<file path="src/rtl/tpg_pkg.sv">
package tpg_pkg;

    typedef enum logic [1:0] {
        PH_IDLE  = 2'd0,
        PH_DELAY = 2'd1,
        PH_WIDTH = 2'd2
    } tpg_phase_e;

endpackage

</file>
<file path="src/rtl/tpg_tick_gen.sv">
module tpg_tick_gen #(
    parameter int PSC_W  = 16,
    parameter int PSC_PW = (PSC_W > 0) ? PSC_W : 1
) (
    input  logic              clk,
    input  logic              rst_n,
    input  logic              run,
    input  logic [PSC_PW-1:0] div,
    output logic              tick
);

    generate
        if (PSC_W == 0) begin : g_bypass
            logic unused_bypass;
            assign unused_bypass = ^{clk, rst_n, run, div};
            assign tick = 1'b1;
        end else begin : g_div
            localparam logic [PSC_W-1:0] ONE = PSC_W'(1);
            logic [PSC_W-1:0] cnt_d, cnt_q;
            logic             undiv;
            logic             wrap;

            always_comb begin
                undiv = (div <= ONE);
                wrap  = undiv || (cnt_q == div - ONE);
                cnt_d = cnt_q;
                if (!run) begin
                    cnt_d = '0;
                end else if (wrap) begin
                    cnt_d = '0;
                end else begin
                    cnt_d = cnt_q + ONE;
                end
            end

            always_ff @(posedge clk or negedge rst_n) begin
                if (!rst_n) begin
                    cnt_q <= '0;
                end else begin
                    cnt_q <= cnt_d;
                end
            end

            assign tick = run && wrap;

            // the phase is held at zero while no count runs
            a_r5_idle_phase_zero: assert property (@(posedge clk) disable iff (!rst_n)
                !run |=> (cnt_q == '0));
        end
    endgenerate

endmodule

</file>
<file path="src/rtl/tpg_seq.sv">
module tpg_seq
    import tpg_pkg::*;
#(
    parameter int DLY_W = 32,
    parameter int WID_W = 32,
    parameter int CW    = (DLY_W > WID_W) ? DLY_W : WID_W
) (
    input  logic             clk,
    input  logic             rst_n,
    input  logic             en,
    input  logic             trig,
    input  logic             tick,
    input  logic [DLY_W-1:0] dly,
    input  logic [WID_W-1:0] wid,
    output logic             busy,
    output logic             set_evt,
    output logic             clr_evt
);

    localparam logic [CW-1:0] CNT_ONE = CW'(1);

    typedef struct packed {
        tpg_phase_e    phase;
        logic [CW-1:0] cnt;
    } seq_state_t;

    seq_state_t st_d, st_q;

    always_comb begin
        st_d    = st_q;
        set_evt = 1'b0;
        clr_evt = 1'b0;
        if (!en) begin
            st_d.phase = PH_IDLE;
            st_d.cnt   = '0;
        end else begin
            unique case (st_q.phase)
                PH_IDLE: begin
                    if (trig && (wid != '0)) begin
                        if (dly == '0) begin
                            set_evt    = 1'b1;
                            st_d.phase = PH_WIDTH;
                            st_d.cnt   = CW'(wid);
                        end else begin
                            st_d.phase = PH_DELAY;
                            st_d.cnt   = CW'(dly);
                        end
                    end
                end
                PH_DELAY: begin
                    if (tick) begin
                        if (st_q.cnt == CNT_ONE) begin
                            if (wid != '0) begin
                                set_evt    = 1'b1;
                                st_d.phase = PH_WIDTH;
                                st_d.cnt   = CW'(wid);
                            end else begin
                                st_d.phase = PH_IDLE;
                                st_d.cnt   = '0;
                            end
                        end else begin
                            st_d.cnt = st_q.cnt - CNT_ONE;
                        end
                    end
                end
                PH_WIDTH: begin
                    if (tick) begin
                        if (st_q.cnt == CNT_ONE) begin
                            clr_evt    = 1'b1;
                            st_d.phase = PH_IDLE;
                            st_d.cnt   = '0;
                        end else begin
                            st_d.cnt = st_q.cnt - CNT_ONE;
                        end
                    end
                end
                default: begin
                    st_d.phase = PH_IDLE;
                    st_d.cnt   = '0;
                end
            endcase
        end
    end

    always_ff @(posedge clk or negedge rst_n) begin
        if (!rst_n) begin
            st_q.phase <= PH_IDLE;
            st_q.cnt   <= '0;
        end else begin
            st_q <= st_d;
        end
    end

    assign busy = (st_q.phase != PH_IDLE);

    // the last delay tick hands over to the width count
    a_r1_delay_to_width: assert property (@(posedge clk) disable iff (!rst_n)
        (en && st_q.phase == PH_DELAY && tick && st_q.cnt == CNT_ONE && wid != '0)
        |=> (st_q.phase == PH_WIDTH));

    // without a tick a running count does not move
    a_r5_hold_without_tick: assert property (@(posedge clk) disable iff (!rst_n)
        (en && st_q.phase != PH_IDLE && !tick) |=> $stable(st_q.cnt));

    // a trigger with zero width leaves the channel idle
    a_r4_zero_width_idle: assert property (@(posedge clk) disable iff (!rst_n)
        (en && st_q.phase == PH_IDLE && wid == '0) |=> (st_q.phase == PH_IDLE));

    // dropping an enable abandons the count
    a_r9_disable_idles: assert property (@(posedge clk) disable iff (!rst_n)
        !en |=> (st_q.phase == PH_IDLE));

endmodule

</file>
<file path="src/rtl/tpg_level.sv">
module tpg_level (
    input  logic clk,
    input  logic rst_n,
    input  logic en,
    input  logic set_evt,
    input  logic clr_evt,
    input  logic force_hi,
    input  logic force_lo,
    output logic lvl
);

    logic lvl_d, lvl_q;

    always_comb begin
        lvl_d = lvl_q;
        if (!en) begin
            lvl_d = 1'b0;
        end else begin
            if (set_evt)  lvl_d = 1'b1;
            if (clr_evt)  lvl_d = 1'b0;
            if (force_hi) lvl_d = 1'b1;
            if (force_lo) lvl_d = 1'b0;
        end
    end

    always_ff @(posedge clk or negedge rst_n) begin
        if (!rst_n) begin
            lvl_q <= 1'b0;
        end else begin
            lvl_q <= lvl_d;
        end
    end

    assign lvl = lvl_q;

    // a clear strobe always leaves the level low
    a_r8_clear_wins: assert property (@(posedge clk) disable iff (!rst_n)
        (en && force_lo) |=> !lvl_q);

    // a lone set strobe leaves the level high
    a_r7_set_forces: assert property (@(posedge clk) disable iff (!rst_n)
        (en && force_hi && !force_lo) |=> lvl_q);

    // while disabled the level is inactive
    a_r9_disabled_low: assert property (@(posedge clk) disable iff (!rst_n)
        !en |=> !lvl_q);

endmodule

</file>
<file path="src/rtl/trig_pulse_chan.sv">
module trig_pulse_chan #(
    parameter int DLY_W  = 32,
    parameter int WID_W  = 32,
    parameter int PSC_W  = 16,
    parameter int PSC_PW = (PSC_W > 0) ? PSC_W : 1
) (
    input  logic              clk,
    input  logic              rst_n,
    input  logic              mst_en,
    input  logic              sw_en,
    input  logic              invert,
    input  logic              trig,
    input  logic              force_hi,
    input  logic              force_lo,
    input  logic [DLY_W-1:0]  dly_val,
    input  logic [WID_W-1:0]  wid_val,
    input  logic [PSC_PW-1:0] psc_div,
    output logic              pulse_out
);

    logic en;
    logic busy;
    logic tick;
    logic set_evt;
    logic clr_evt;
    logic lvl;

    assign en = mst_en & sw_en;

    tpg_tick_gen #(
        .PSC_W  (PSC_W),
        .PSC_PW (PSC_PW)
    ) tick_i (
        .clk  (clk),
        .rst_n(rst_n),
        .run  (busy),
        .div  (psc_div),
        .tick (tick)
    );

    tpg_seq #(
        .DLY_W(DLY_W),
        .WID_W(WID_W)
    ) seq_i (
        .clk    (clk),
        .rst_n  (rst_n),
        .en     (en),
        .trig   (trig),
        .tick   (tick),
        .dly    (dly_val),
        .wid    (wid_val),
        .busy   (busy),
        .set_evt(set_evt),
        .clr_evt(clr_evt)
    );

    tpg_level lvl_i (
        .clk     (clk),
        .rst_n   (rst_n),
        .en      (en),
        .set_evt (set_evt),
        .clr_evt (clr_evt),
        .force_hi(force_hi),
        .force_lo(force_lo),
        .lvl     (lvl)
    );

    assign pulse_out = lvl ^ invert;

endmodule

</file>
<file path="config.mk">
export PLATFORM = sky130hd
export DESIGN_NAME = trig_pulse_chan
export DESIGN_NICKNAME = d
export VERILOG_FILES = /design/src/rtl/tpg_pkg.sv /design/src/rtl/tpg_tick_gen.sv /design/src/rtl/tpg_seq.sv /design/src/rtl/tpg_level.sv /design/src/rtl/trig_pulse_chan.sv
export SDC_FILE = /design/constraint.sdc
export NUM_CORES = 1
export LEC_CHECK = 0
export ABC_AREA = 1
export BUFFER_PORTS_ARGS = -buffer_cell sky130_fd_sc_hd__buf_2
export CAP_MARGIN = 25
export CORE_UTILIZATION = 50
export DETAILED_ROUTE_END_ITERATION = 7
export HOLD_SLACK_MARGIN = 0.1
export PLACE_DENSITY = 0.85
export SLEW_MARGIN = 15
export SYNTH_ARGS = -nofsm -noshare
export SYNTH_HDL_FRONTEND = slang
export SYNTH_SLANG_ARGS = --single-unit
</file>
<file path="constraint.sdc">
create_clock -name clk -period 2 [get_ports clk]
set_input_delay 0.3 -clock clk [delete_from_list [all_inputs] [get_ports clk]]
set_output_delay 0.3 -clock clk [all_outputs]
set_load 0.01 [all_outputs]
</file>
# After elaboration in Yosys (flattened, before gate mapping)
# Cells that the tools add are included.
[op_classes]
addsub = 3
multipliers = 0
div = 0
order_cmp = 1
eq_ne = 10
shift = 0
muxes = 29
bitwise_logic = 2
n_reduce_logical = 9
[ops]
columns = ["op", "n"]
rows = [
  ["34-bit 2-to-1 mux", 6],
  ["34-bit case mux with 3 select lines", 1],
  ["32-bit 2-to-1 mux", 2],
  ["32-bit by 1-bit == test with 1-bit output (second input constant)", 1],
  ["32-bit logical NOT", 1],
  ["16-bit 2-to-1 mux", 2],
  ["32-bit nonzero test", 1],
  ["32-bit by 1-bit subtractor with 32-bit output (second input constant)", 1],
  ["16-bit by 1-bit adder with 16-bit output (second input constant)", 1],
  ["16-bit == test", 1],
  ["16-bit by 1-bit <= comparator with 1-bit output (second input constant)", 1],
  ["16-bit by 1-bit subtractor with 16-bit output (second input constant)", 1],
  ["1-bit 2-to-1 mux", 15],
  ["3-bit != test (second input constant)", 5],
  ["5-bit != test (second input constant)", 1],
  ["5-bit AND reduction", 1],
  ["2-bit 2-to-1 mux", 2],
  ["3-bit AND reduction", 1],
  ["2-bit by 1-bit == test with 1-bit output (second input constant)", 1],
  ["2-bit == test (second input constant)", 1],
  ["1-bit logical AND", 2],
  ["2-bit logical NOT", 1],
  ["1-bit case mux with 2 select lines", 1],
  ["2-bit nonzero test", 1],
  ["3 further kinds", 3],
]
[totals]
reg_bits = 51
latchBits = 0
ramBits = 0
rom_bits = 0
in_bits = 88
output_inout_bits = 1
n_memories = 0

# Depth between registers and ports, before layout
# Gate-level depths: netlist of the first run.
[logic_depth]
ltp_word = 12
mapped_depth = 18
mapped_depth_nobuf = 18

# By module
# From an unflattened synthesis of the first run, not the netlist that was laid out.
[unflattened]
hier_cells = 917
hier_area_um2 = 5206.2
[modules_own_cells]
columns = ["mod", "n_inst", "cells_per_inst", "area_each_um2", "seq_area_each_um2"]
rows = [
  ["tpg_seq", 1, 645, 3462.1, 850.8],
  ["tpg_tick_gen", 1, 258, 1667.8, 400.4],
  ["tpg_level", 1, 7, 50.0, 25.0],
  ["trig_pulse_chan", 1, 7, 26.3, 0.0],
]

# Least setup slack after synthesis of the first run
# No wires, ideal clock.
[synth_timing]
kind = "in2reg"
start = "input port psc_div[0]"
end = "register seq_i.st_q[24] in the netlist's numbering"
setup_time_ps = 128
t_arrival_ps = 1853
required_time_ps = 1872
path_slack_ps = 20
stages = 14
n_path_buf = 1
cell_sequence = "inv_1 > ha_1 > nand2_1 > nor2_2 > nand3_1 > nand2_1 > inv_1 > nand2_1 > nor2_1 > nand4_2 > nand3_4 > o21ai_4 > buf_2 > o21ai_0"
[synth_via]
elab_chain_cells = 6
word_cells_on_any_way = 8
cone_classes = "add/sub (1); order compare (1); eq/ne (3); reduce/logical (3)"
[synth_rtl]
columns = ["item", "line", "rtl"]
rows = [
  ["start, declared", "trig_pulse_chan.sv:17", "input logic [PSC_PW-1:0] psc_div,"],
  ["16-bit by 1-bit subtractor with 16-bit output", "tpg_tick_gen.sv:25", "wrap = undiv || (cnt_q == div - ONE);"],
  ["16-bit == test", "tpg_tick_gen.sv:25", ""],
  ["1-bit logical OR *", "tpg_tick_gen.sv:25", ""],
  ["1-bit logical AND *", "tpg_tick_gen.sv:44", "assign tick = run && wrap;"],
  ["3-bit != test (no source line)", "-", ""],
  ["3-bit AND reduction (no source line) *", "-", ""],
  ["end signal, assigned", "tpg_seq.sv:90", "st_q <= st_d;"],
  ["end, declared", "tpg_seq.sv:27", "seq_state_t st_d, st_q;"],
]
# Every way passes the cells marked *; elsewhere a longest branch is shown, timed or not.
# A chain may end at the register's enable or synchronous reset.

# Worst setup path after layout of the first run
[layout_timing]
start = "register seq_i.st_q[15] in the netlist's numbering"
end = "register seq_i.st_q[16] in the netlist's numbering"
[layout_via]
elab_chain_cells = 5
word_cells_on_any_way = 8
cone_classes = "add/sub (1); eq/ne (1); mux (6)"
[layout_rtl]
columns = ["item", "line", "rtl"]
rows = [
  ["32-bit by 1-bit subtractor with 32-bit output / 32-bit by 1-bit == test with 1-bit output (equally long branches)", "-", ""],
  ["32-bit 2-to-1 mux (on tied branches)", "tpg_seq.sv:68, tpg_seq.sv:52", ""],
  ["34-bit 2-to-1 mux (on tied branches)", "tpg_seq.sv:67, tpg_seq.sv:51", ""],
  ["34-bit case mux with 3 select lines *", "tpg_seq.sv:37", "unique case (st_q.phase)"],
  ["34-bit 2-to-1 mux *", "tpg_seq.sv:33", "if (!en) begin"],
]
# Every way passes the cells marked *; elsewhere a longest branch is shown, timed or not. The select of a mux whose other input is x is not followed.

==> results of run 1 <==
==> cell families after synthesis <==
logic type / share of synthesized area, %
xor gates and xnor gates: 6.35
buffers and inverters: 8.05
DFF: 28.0
AOI/OAI and AO/OA: 8.65
adders and majority gates: 1.37
and+or+nand+nor: 47.6
==> sequential cells by signal, summed over array words and instances, names as in the netlist <==
signal	flops
lvl_i.lvl	1
seq_i.st_q	34
tick_i.g_div.cnt_q	16
==> power by group through the flow <==
stage                     logic, mW  clock network [mW]  registers (mW)
after detailed placement       1.41                   0            1.16
after floorplan               0.729                   0            1.16
after global placement         1.39                   0            1.16
final                          2.03               0.634            1.16
after global routing           2.13               0.677            1.17
after CTS                      1.50               0.613            1.14
==> metal layers <==
layer  GRT usage (%)  share of wire, %
met1            41.3                35
met5               0                 0
met3            4.60                11
met2            54.0                47
met4            12.6               7.4
==> worst register-to-register path, delay by kind of cell, from the launching register on <==
kind	cells	cell delay (ns)
buffers and inverters	6	0.76
AND/OR/NAND/NOR	6	0.65
AO/OA/AOI/OAI	2	0.48
flip-flops	1	0.43
==> timing repair <==
item / 4_1_cts / 5_1_grt
endpoints found under the setup margin: 35 / 39
pin swaps: 4 / 45
resized for setup: 19 / 168
endpoints found under the hold margin: 10 / 0
hold buffers: 1 / 0
buffers inserted: 7 / 15
cloned: 0 / 2
==> worst max-delay path by stage <==
stage	startpoint	end	cells after the start
CTS	seq_i.st_q[1]	seq_i.st_q[9]	15
finish	seq_i.st_q[15]	seq_i.st_q[16]	14
floorplan	psc_div[0]	seq_i.st_q[24]	14
detailed placement	wid_val[25]	seq_i.st_q[27]	11
global route	seq_i.st_q[13]	seq_i.st_q[16]	15
global placement	wid_val[25]	seq_i.st_q[26]	11
==> final cells by class <==
cell class                 instances  area [µm²]  share of cell area [%]
inverter                          73         277                    4.02
timing repair buffer             226        1650                    24.0
sequential                        51        1280                    18.6
clock inverter                     2        12.5                   0.182
tap                              108         135                    1.97
clock buffer                       6        72.6                    1.06
multi-input combinational        609        3450                    50.1
==> synthesized netlist by cell type (9+ instances only) <==
library cell	number	area share, %
clkbuf_1	9	0.74
nand2_1	237	20
xnor2_1	10	1.9
nor3_1	17	1.9
dfrtp_1	51	28
nor2_1	100	8.2
o21ai_0	39	4.3
o21ai_1	12	1.3
inv_1	71	5.9
nand4_1	10	1.4
xor2_1	23	4.4
a21oi_1	13	1.4
buf_2	11	1.2
nor4_1	22	3.0
nand3_1	94	10
==> per-stage QoR <==
step | hold WS, ns | worst slack (ns) | utilization (%)
after floorplan | 0.00441 | 0.0197 | -
after global placement | 0.209 | -0.336 | 68.0
after global routing | 0.344 | -0.390 | 78.5
final | 0.316 | -0.419 | 78.5
after CTS | 0.330 | -0.00243 | 70.5
after detailed placement | 0.209 | -0.302 | 68.0
==> out/metrics.csv, run 1 <==
metric,value,unit
ys_ff_latch,51,
synth_edf_count,0,
grt_usage,32.0,%
yosysSeqAreaShare,28.0,%
synth_fp_nets,847,
syn_area,4550,µm²
setup-tns-final,-3.31,ns
setup_slack,-0.419,ns
holdPathStages,6,
finalMaxSlewViolations,0,
path_cells,"or2_4, nor2_4, buf_4, buf_4, buf_4, buf_4, buf_4, buf_4, a31oi_1, nor2_1, nand2_1, nand3_1, nand2_1, o21ai_2",
row_count,34,
p_sw,1.63,mW
cts_max_level,2,
final_cells,1075,
critPathMaxFanout,2,
seqPwrFrac,30.4,%
area_growth,51.0,%
gp_congestion,0.976,
vias,6513,
core,8760,µm²
final_nets,1059,
via_per_inst,6.06,
startpoint_type,register,
holdPathEnd,lvl_i.lvl,
portBuffers,88,
failed_checks,"DRC, setup timing",
ant_nets,0,
arrival,2.65,ns
clock_skew,0.0153,ns
hold_start,force_lo,
end_kind,register,
layout_common_cells,"212 x nand2_1, 117 x buf_4, 88 x buf_2",
num_io_pins,89,
detailed_place.area,5960,µm²
hold_path.class,input port to register,
crit_path_frequent_cell,buf_4,
drive_gt1_share,36.6,%
yosysWarningCount,0,
finalCritPeriodShare,121,%
grt_pass1_wl,24800,µm
cts_tree,yes,
internal-power,2.20,mW
pwr-share-comb,53.0,%
crit_slowest_cell,dfrtp_1,
cp.required,2.23,ns
r2r_start,seq_i.st_q[15],
cp_slowest_stage_delay,0.43,ns
dr.pass1.iters,8,
clkPwrFrac,16.6,%
cts.clk_slew.worst_paths,0.11,ns
status,"finished, violations left",
criticalPathCategory,register to register,
ys_types,33,
path_buf_inv,6,
peakVddDrop,0.000368,V
fmax,413,MHz
tightest_slew,0.504,ns
grt_max_degree,35,
power,3.83,mW
grt_pass1_vias,5527,
layout_min_cycle_time,2.42,ns
antenna_found_initial,0,
synthCells,754,
ys.flop_type,dfrtp_1,
cp_top_family,buffers and inverters,
die_x,97.4,µm
root_buffer,clkbuf_8,
hpwl,11400,µm
async_flop_share,100,%
final_common_cell,nand2_1,
p_leak,3.50,nW
final_cell_area,6880,µm²
maxSlewHeadroom,66.3,%
drv_cap,0,
fill_cells,554,
overflow,0,
power_density,557,nW/µm²
rsz0062_at_grt,true,
initial_utilization,52.0,%
r2r_slack,-0.42,ns
avgRoutedWirePerCell,17.8,µm
finalHoldViolCount,0,
rr_endpoint,seq_i.st_q[16],
routed_wirelength,19100,µm
cts_sinks,51,
clockBufferDepth,2,
insertion_delay,0.33,ns
swShare,42.5,%
dp.cells,1042,
syn_avg_cell_area,6.04,µm²
fp.dieH,97.4,µm
drt_iter0_markers,826,
n_antenna_cell,0,
setup_viol,35,
drc,3,
rr_worst_depth,14,
die-area,9490,µm²
cts_made_buffers,5,
Power figures use the tool's default switching activity.
==> run 2: changes to the inputs <==
--- a/config.mk
+++ b/config.mk
@@ -12,6 +12,7 @@
 export DETAILED_ROUTE_END_ITERATION = 7
 export HOLD_SLACK_MARGIN = 0.1
 export PLACE_DENSITY = 0.85
+export REMOVE_ABC_BUFFERS = 1
 export SLEW_MARGIN = 15
 export SYNTH_ARGS = -nofsm -noshare
 export SYNTH_HDL_FRONTEND = slang
==> run 2 against run 1 <==
The flow finishes with violations (setup timing). Sequential share of layout area rose by 0.31 points. Sequential cell count did not move. Hold slack lost 0.0060 ns. Critical path type unchanged. Largest cell class unchanged.
==> out/metrics.csv, run 2 (same netlist as run 1, synthesis figures left out) <==
metric,value,unit,change
finalHoldViolCount,0,,unchanged
hpwl,10800,µm,was 11400 µm
die-area,9490,µm²,unchanged
hold_path.class,input port to register,,unchanged
layout_common_cells,"215 x nand2_1, 111 x buf_4, 88 x buf_2",,"was 212 x nand2_1, 117 x buf_4, 88 x buf_2"
routed_wirelength,18400,µm,was 19100 µm
overflow,0,,unchanged
insertion_delay,0.32,ns,was 0.33 ns
cts_max_level,2,,unchanged
largest_reg_flops,34,,unchanged
row_count,34,,unchanged
fin_util,77.2,%,was 78.5%
final_nets,1053,,was 1059
power_density,549,nW/µm²,was 557 nW/µm²
tightest_slew,0.513,ns,was 0.504 ns
criticalPathCategory,register to register,,unchanged
portBuffers,88,,unchanged
fp.dieH,97.4,µm,unchanged
num_io_pins,89,,unchanged
power,3.71,mW,was 3.83 mW
ant_nets,0,,unchanged
setup-tns-final,-4.62,ns,was -3.31 ns
finalMaxSlewViolations,0,,unchanged
n_antenna_cell,0,,unchanged
layout_min_cycle_time,2.31,ns,was 2.42 ns
grt_max_degree,35,,unchanged
drive_gt1_share,36.1,%,was 36.6%
cts_sinks,51,,unchanged
avgRoutedWirePerCell,17.2,µm,was 17.8 µm
die_x,97.4,µm,unchanged
p_leak,3.38,nW,was 3.50 nW
grt_pass1_vias,5369,,was 5527
antenna_found_initial,0,,unchanged
setup_slack,-0.310,ns,was -0.419 ns
cts_tree,yes,,unchanged
drt_iter0_markers,714,,was 826
detailed_place.area,5880,µm²,was 5960 µm²
critPathMaxFanout,4,,was 2
fill_cells,595,,was 554
startpoint_type,register,,unchanged
rsz0062_at_grt,true,,unchanged
peakVddDrop,0.000317,V,was 0.000368 V
clock_skew,0.0140,ns,was 0.0153 ns
grt_pass1_wl,23800,µm,was 24800 µm
area_growth,48.5,%,was 51.0%
root_buffer,clkbuf_8,,unchanged
via_per_inst,5.95,,was 6.06
gp_congestion,0.941,,was 0.976
cts.clk_slew.worst_paths,0.10,ns,was 0.11 ns
end_kind,register,,unchanged
dr.pass1.iters,6,,was 8
core,8760,µm²,unchanged
vias,6357,,was 6513
fmax,433,MHz,was 413 MHz
cts_made_buffers,5,,unchanged
final_common_cell,nand2_1,,unchanged
maxSlewHeadroom,65.8,%,was 66.3%
failed_checks,setup timing,,"was DRC, setup timing"
clockBufferDepth,2,,unchanged
drc,0,,was 3
initial_utilization,52.0,%,unchanged
largest_register,seq_i.st_q,,unchanged
final_cell_area,6760,µm²,was 6880 µm²
grt_usage,30.5,%,was 32.0%
post-place-ws,-0.237,ns,was -0.302 ns
r2r_slack,-0.31,ns,was -0.42 ns
status,"finished, violations left",,unchanged
arrival,2.54,ns,was 2.65 ns
finalCritPeriodShare,115,%,was 121%
cp.required,2.23,ns,about the same
drv_cap,0,,unchanged
setup_viol,35,,unchanged
-- run 2: changes by cell type in the layout (fill, tap and decap cells not counted), sizes merged --
cell and change:
buf -6, clkbuf +1, clkinvlp -1
-- run 2: cell type report --
type / instances / area [µm²] / area share (%)
well taps: 108 / 135 / 2.00
multi-input cells: 609 / 3370 / 49.8
clock inverters: 1 / 5.00 / 0.0740
repair buffers: 220 / 1620 / 23.9
inverters: 73 / 277 / 4.09
flip-flops and latches: 51 / 1280 / 19.0
clock buffers: 7 / 76.3 / 1.13
-- run 2: what timing repair did --
action / in CTS / in global routing
buffers inserted: 5 / 29
setup endpoints to repair: 31 / 40
endpoints found under the hold margin: 19 / 0
hold buffers: 1 / 0
cloned: 0 / 2
pin swaps: 2 / 53
gates resized for setup: 23 / 147
-- run 2: stage by stage --
step                      cells  hold WS [ns]
after global routing       1069         0.356
after detailed placement   1027         0.297
after floorplan             733       0.00441
final                      1069         0.310
after global placement     1027         0.291
after CTS                  1041         0.315
-- run 2: worst max-delay path, stage by stage, from the launching register on --
cell and delay, ns:
dfrtp_1 0.41, buf_4 0.16, nor2_1 0.28, nand2_1 0.19, nor2_4 0.14, nand3_4 0.14
nor2_4 0.15, buf_4 0.11, buf_4 0.09, buf_4 0.09, o21ai_0 0.08, nand3_1 0.09
nand2_1 0.07, o21ai_1 0.21
-- run 2: power by group --
part	internal, mW	total (mW)	switching, mW
sequential	1.09	1.17	0.0769
clock	0.247	0.621	0.374
combinational	0.828	1.93	1.10
-- run 2: worst paths after layout --
| check | startpoint | cells after the start | endpoint |
|---|---|---|---|
| worst max-delay path | seq_i.st_q[12] | 13 | seq_i.st_q[21] |
| worst min-delay path | force_hi | 6 | lvl_i.lvl |
| worst max register to register | seq_i.st_q[12] | 13 | seq_i.st_q[21] |
| worst min register to register | tick_i.g_div.cnt_q[0] | 1 | tick_i.g_div.cnt_q[0] |
| max in group asynchronous | rst_n | 3 | tick_i.g_div.cnt_q[4] |
| min in group asynchronous | rst_n | 2 | seq_i.st_q[30] |
-- run 2: metal layers --
metal	track usage, %	vias to the layer above	routed length [µm]	share of wire, %
li1	-	2867	-	-
met1	36.2	2856	6390	35
met2	53.5	485	8740	48
met3	3.67	149	1880	10
met4	16.5	0	1380	7.5
met5	0	-	0	0
